<file path="src/rtl/halfflash_pkg.sv">
package halfflash_pkg;
  // Strobes from control to datapath
  typedef struct packed {
    logic latchHi;
    logic latchLo;
    logic driveBus;
  } seqCtl_t;
endpackage

</file>
<file path="src/rtl/halfflash_ctrl.sv">
module halfflash_ctrl
  import halfflash_pkg::*;
#(
  parameter int LO_CYCLES = 4
) (
  input  logic    clk,
  input  logic    rstN,
  input  logic    csN,
  input  logic    rdN,
  input  logic    wrN,
  input  logic    modeSel,
  input  logic    pwrDn,
  output seqCtl_t ctl,
  output logic    rdyLowEn,
  output logic    intN
);
  localparam int CNT_W = $clog2(LO_CYCLES + 1);
  localparam logic [CNT_W-1:0] CNT_LOAD = CNT_W'(LO_CYCLES - 1);

  logic csQ, rdQ, wrQ;
  logic busyLo, wrArmed, doneQ, rdyQ, intQ;
  logic [CNT_W-1:0] loCnt;

  logic csFall, csRise, rdFall, rdRise, wrFall, wrRise;
  logic startRd, armWr, startWr, finish;

  assign csFall = csQ & ~csN;
  assign csRise = ~csQ & csN;
  assign rdFall = rdQ & ~rdN;
  assign rdRise = ~rdQ & rdN;
  assign wrFall = wrQ & ~wrN;
  assign wrRise = ~wrQ & wrN;

  assign startRd = ~pwrDn & ~modeSel & rdFall & ~csN & ~busyLo;
  assign armWr   = ~pwrDn & modeSel & wrFall & ~csN & ~busyLo;
  assign startWr = ~pwrDn & modeSel & wrRise & wrArmed;
  assign finish  = ~pwrDn & busyLo & (loCnt == '0);

  // Edge history keeps running in power-down so no stale edge appears on exit
  always_ff @(posedge clk) begin
    if (!rstN) begin
      csQ <= 1'b1;
      rdQ <= 1'b1;
      wrQ <= 1'b1;
    end else begin
      csQ <= csN;
      rdQ <= rdN;
      wrQ <= wrN;
    end
  end

  always_ff @(posedge clk) begin
    if (!rstN) begin
      busyLo  <= 1'b0;
      wrArmed <= 1'b0;
      doneQ   <= 1'b0;
      loCnt   <= '0;
    end else if (pwrDn) begin
      busyLo  <= 1'b0;
      wrArmed <= 1'b0;
      doneQ   <= 1'b0;
      loCnt   <= '0;
    end else begin
      if (armWr) begin
        wrArmed <= 1'b1;
        doneQ   <= 1'b0;
      end
      if (startWr || startRd) begin
        wrArmed <= 1'b0;
        busyLo  <= 1'b1;
        loCnt   <= CNT_LOAD;
        doneQ   <= 1'b0;
      end else if (busyLo) begin
        if (finish) begin
          busyLo <= 1'b0;
          doneQ  <= 1'b1;
        end else begin
          loCnt <= loCnt - 1'b1;
        end
      end
    end
  end

  always_ff @(posedge clk) begin
    if (!rstN) begin
      intQ <= 1'b1;
      rdyQ <= 1'b0;
    end else if (pwrDn) begin
      intQ <= 1'b1;
      rdyQ <= 1'b0;
    end else begin
      if (finish)               intQ <= 1'b0;
      else if (csRise | rdRise) intQ <= 1'b1;
      if (finish | csRise)          rdyQ <= 1'b0;
      else if (~modeSel & csFall)   rdyQ <= 1'b1;
    end
  end

  assign ctl.latchHi  = startRd | startWr;
  assign ctl.latchLo  = finish;
  assign ctl.driveBus = ~pwrDn & ~csN & ~rdN & (modeSel | doneQ);
  assign rdyLowEn     = rdyQ;
  assign intN         = intQ;

  initial begin
    assert (LO_CYCLES >= 1) else $error("LO_CYCLES must be at least 1");
  end

  AST_INT_HIGH_IN_PD: assert property (@(posedge clk) disable iff (!rstN)
    pwrDn |=> intN);
  AST_RDY_OFF_IN_PD: assert property (@(posedge clk) disable iff (!rstN)
    pwrDn |=> !rdyLowEn);
  AST_INT_FALL_AT_END: assert property (@(posedge clk) disable iff (!rstN)
    $fell(intN) |-> $past(busyLo));
  AST_RDY_CLEAR_AT_END: assert property (@(posedge clk) disable iff (!rstN)
    $fell(intN) |-> !rdyLowEn);
  AST_INT_RISE_CAUSE: assert property (@(posedge clk) disable iff (!rstN)
    $rose(intN) |-> ($past(pwrDn) || $past($rose(csN)) || $past($rose(rdN))));
  AST_NO_RESTART_BUSY: assert property (@(posedge clk) disable iff (!rstN)
    (busyLo && loCnt != '0 && !pwrDn) |=> busyLo);
endmodule

</file>
<file path="src/rtl/halfflash_dpath.sv">
module halfflash_dpath
  import halfflash_pkg::*;
#(
  parameter int NIB_W = 4
) (
  input  logic               clk,
  input  logic               rstN,
  input  seqCtl_t            ctl,
  input  logic [NIB_W-1:0]   hiNib,
  input  logic [NIB_W-1:0]   loNib,
  output logic [2*NIB_W-1:0] dataOut
);
  localparam int WORD_W = 2 * NIB_W;

  logic [NIB_W-1:0] hiReg, loReg;

  always_ff @(posedge clk) begin
    if (!rstN) begin
      hiReg <= '0;
      loReg <= '0;
    end else begin
      if (ctl.latchHi) hiReg <= hiNib;
      if (ctl.latchLo) loReg <= loNib;
    end
  end

  assign dataOut = ctl.driveBus ? {hiReg, loReg} : WORD_W'(0);

  AST_HI_HOLD: assert property (@(posedge clk) disable iff (!rstN)
    !ctl.latchHi |=> $stable(hiReg));
  AST_LO_HOLD: assert property (@(posedge clk) disable iff (!rstN)
    !ctl.latchLo |=> $stable(loReg));
endmodule

</file>
<file path="src/rtl/halfflash_seq.sv">
module halfflash_seq
  import halfflash_pkg::*;
#(
  parameter int LO_CYCLES = 4
) (
  input  logic       clk,
  input  logic       rstN,
  input  logic       csN,
  input  logic       rdN,
  input  logic       wrN,
  input  logic       modeSel,
  input  logic       pwrDn,
  input  logic [3:0] hiNib,
  input  logic [3:0] loNib,
  output logic       rdyLowEn,
  output logic       intN,
  output logic [7:0] dataOut,
  output logic       dataOe
);
  seqCtl_t ctl;

  halfflash_ctrl #(.LO_CYCLES(LO_CYCLES)) uCtrl (
    .clk(clk), .rstN(rstN), .csN(csN), .rdN(rdN), .wrN(wrN),
    .modeSel(modeSel), .pwrDn(pwrDn), .ctl(ctl),
    .rdyLowEn(rdyLowEn), .intN(intN)
  );

  halfflash_dpath #(.NIB_W(4)) uDpath (
    .clk(clk), .rstN(rstN), .ctl(ctl),
    .hiNib(hiNib), .loNib(loNib), .dataOut(dataOut)
  );

  assign dataOe = ctl.driveBus;
endmodule

</file>
<file path="config.mk">
export PLATFORM = sky130hd
export DESIGN_NAME = halfflash_seq
export DESIGN_NICKNAME = d
export VERILOG_FILES = /design/src/rtl/halfflash_pkg.sv /design/src/rtl/halfflash_ctrl.sv /design/src/rtl/halfflash_dpath.sv /design/src/rtl/halfflash_seq.sv
export SDC_FILE = /design/constraint.sdc
export NUM_CORES = 1
export LEC_CHECK = 0
export BUFFER_PORTS_ARGS = -buffer_cell sky130_fd_sc_hd__buf_2
export CAP_MARGIN = 30
export CORE_ASPECT_RATIO = 0.8
export CORE_MARGIN = 4
export CORE_UTILIZATION = 53
export CTS_CLUSTER_SIZE = 16
export DETAILED_ROUTE_END_ITERATION = 8
export PLACE_DENSITY = 0.91
export SLEW_MARGIN = 25
export SYNTH_ARGS = -nofsm -noshare
export SYNTH_HDL_FRONTEND = slang
export SYNTH_HIERARCHICAL = 1
export SYNTH_SLANG_ARGS = --single-unit
</file>
<file path="constraint.sdc">
create_clock -name clk -period 5.1 [get_ports clk]
set_input_delay 1.53 -clock clk [delete_from_list [all_inputs] [get_ports clk]]
set_output_delay 1.53 -clock clk [all_outputs]
set_load 0.02 [all_outputs]
</file>
==> results.tsv <==
stage	metric	value	unit
detailed_routing	antenna_left	0	
sta	setup_violations	0	
synthesis	synthFlopType	dfxtp_1	
power	switching_power	0.0542	mW
sta	rsz0062_at_grt	false	
detailed_routing	dr.pass1.iters	4	
sta	period_share	77.6	%
critical_path	cp.required	3.57	ns
detailed_routing	drc	0	
floorplanning	die_width	54.7	um
grt	overflow	0	
detailed_routing	drtIter0Drc	7	
run_status	status	complete, no violations	
placed_design	portBuffers	25	
grt	grt_max_degree	14	
synthesis	yosysTopAreaCell	dfxtp_1	
sta	timing.setup.tns	0	ns
synthesis	yosysSeqAreaShare	41.1	%
finish	fin_util	65.1	%
placed_design	dp_hpwl	1370	um
floorplanning	die_area	2480	sq um
floorplanning	core_area	1640	sq um
finish	n_antenna_cell	0	
power	p_leak	0.474	nW
synthesis	synth_fp_nets	110	
floorplanning	initial_core_util	56.3	%
synthesis	synth_area	925	sq um
grt	first_global_vias	672	
sta	final_hold_viol_count	0	
floorplanning	die_y	45.4	um
synthesis	syn-instance-count	93	
cts	clock_sink_count	19	
critical_path	critPathMaxFanout	9	
synthesis	synth_cell_types	31	
detailed_routing	vias_per_cell	5.18	
synthesis	synth_area_leaders	dfxtp_1 41%, mux2i_1 8.7%, and2_1 6.8%	
sta	relSlewSlack	68.7	%
synthesis	synth-seq-cells	19	
critical_path	critical_path.max_stage_delay	0.28	ns
power	vdd_drop_max	0.223	mV
run	max_cap_viol_count	0	
cts	cts_buffer_depth	2	
power	seq_power_share	61.7	%
cts	root_buffer	clkbuf_4	
detailed_routing	wl	1760	um
sta	fmax	253	MHz
finish	drive_gt1_share	27.7	%
synthesis	synth_top_area_share	41.1	%
synthesis	synth_warnings	6	
floorplanning	std_cell_rows	13	
sta	tightest_slew	0.468	ns
synthesis	syn_area_per_cell	9.94	sq um
grt	grt_use_total	16.4	%
power	sw_frac_of_total	22.0	%
grt	grt_first_pass_wirelength	2920	um
critical_path	cp.arrival	2.43	ns
critical_path	slowest_stage	nor4_1	
power	powerDensity	231	nW/um^2
cts	h-tree-depth	1	
floorplanning	pin_count	26	
finish	num-nets-final	137	
cts	clock_latency	0.29	ns
critical_path	cp_cell_sequence	buf_2, nor4_1, buf_4, and2_1, buf_2	
critical_path	crit_top_cell	buf_2	
finish	areaGrowthSynthToFinish	15.7	%
cts	cts_setup_buffers	0	
critical_path	critPathKind	primary input to output port	
sta	fin_crit	3.96	ns
critical_path	start_kind	primary input	
synthesis	netlist_top_cells_count	19 x dfxtp_1, 10 x and2_1, 10 x nor2b_1, 8 x mux2i_1, 6 x nand2b_1	
synthesis	yosysMostFrequentCell	dfxtp_1	
detailed_routing	avgRoutedWirePerCell	12.5	um
sta	fin_skew	0.00969	ns
power	pwr-share-comb	9.3	%
synthesis	synth-edff-count	0	
power	p_clk_share	29.0	%
cts	cts_tree	yes	
synthesis	async_flop_share	0	%
hold_path	hp-class	register to register	
cts	cts_buffers	3	
cts	hold_buffers	0	
sta	drv_slew	0	
power	p_int	0.193	mW
cts	cts_resized	0	
critical_path	cp-end-kind	output port	
grt	antenna_found_initial	0	
cts	clkTransAtPathRegs	0.09	ns
detailed_routing	vias	731	
placed_design	gp_congestion	0.754	
[metrics by stage]
stage / instances / instance area, sq um / power, mW / hold WS (ns) / worst slack, ns
3_5_place_dp: 137 / 1040 / 0.179 / 0.498 / 1.15
4_1_cts: 141 / 1070 / 0.250 / 0.526 / 1.15
6_report: 141 / 1070 / 0.247 / 0.526 / 1.14
5_1_grt: 141 / 1070 / 0.261 / 0.564 / 1.07
2_1_floorplan: 93 / 925 / 0.168 / 0.474 / 0.606
3_3_place_gp: 137 / 1040 / 0.178 / 0.488 / 1.17
[critical path, delay by kind of cell]
kind | cells | cell delay [ns]
simple gates | 2 | 0.41
buf+inv | 3 | 0.49
[power groups by stage]
stage / registers [mW] / logic [mW] / clock network, mW
after detailed placement: 0.156 / 0.0229 / 0
final: 0.152 / 0.0229 / 0.0715
after global placement: 0.156 / 0.0222 / 0
after floorplan: 0.156 / 0.0126 / 0
after CTS: 0.152 / 0.0230 / 0.0750
after global routing: 0.153 / 0.0257 / 0.0822
[state kept, by name (all words and copies together), names as in the netlist]
register        count
uCtrl/wrQ           1
uCtrl/intN          1
uDpath/loReg        4
uCtrl/busyLo        1
uCtrl/csQ           1
uCtrl/rdyLowEn      1
uCtrl/wrArmed       1
uCtrl/doneQ         1
uCtrl/rdQ           1
uDpath/hiReg        4
uCtrl/loCnt         3
[final cells by class]
type | instances | area, sq um
sequential | 19 | 380
multi-input combinational | 66 | 488
clock buffer | 4 | 26.3
timing repair buffer | 26 | 133
inverter | 4 | 15.0
tap | 22 | 27.5
fill | 142 | 573
[path summary, 6_finish.rpt]
check	startpoint	end	slack, ns	cells past startpoint
setup / recovery	pwrDn	dataOut[2]	1.14	5
hold / removal	uDpath/loReg[0]$_SDFFE_PN0P_	uDpath/loReg[0]$_SDFFE_PN0P_	0.53	2
setup reg to reg	uCtrl/loCnt[0]$_SDFFE_PP0P_	uDpath/loReg[3]$_SDFFE_PN0P_	3.22	6
hold reg to reg	uDpath/loReg[0]$_SDFFE_PN0P_	uDpath/loReg[0]$_SDFFE_PN0P_	0.53	2
[routing by layer]
metal | up-vias | global-route usage [%] | share of wire, %
li1 | 372 | - | -
met1 | 336 | 20.4 | 44
met2 | 21 | 27.1 | 48
met3 | 2 | 6.27 | 7.1
met4 | 0 | 2.99 | 0.96
met5 | - | 0 | 0
[cells by family after synthesis]
logic type / after synthesis / synth area share (%)
AND/OR/NAND/NOR: 44 / 30.2
AO/OA/AOI/OAI: 12 / 11.2
buffers and inverters: 8 / 6.09
adder cells (fa/ha/maj): 2 / 2.71
flip-flops: 19 / 41.1
multiplexers: 8 / 8.66
[cells in the final DEF (no fill, tap or decap), drive strengths merged, types with 2 or more instances in the layout]
master	n
nand2	3
nor3	3
buf	26
dfxtp	19
and2	10
a21oi	2
nand2b	6
inv	4
nor2	2
ha	2
o21ai	2
o211a	3
mux2i	8
or3	2
clkbuf	4
nor2b	10
Power figures use the tool's default switching activity.
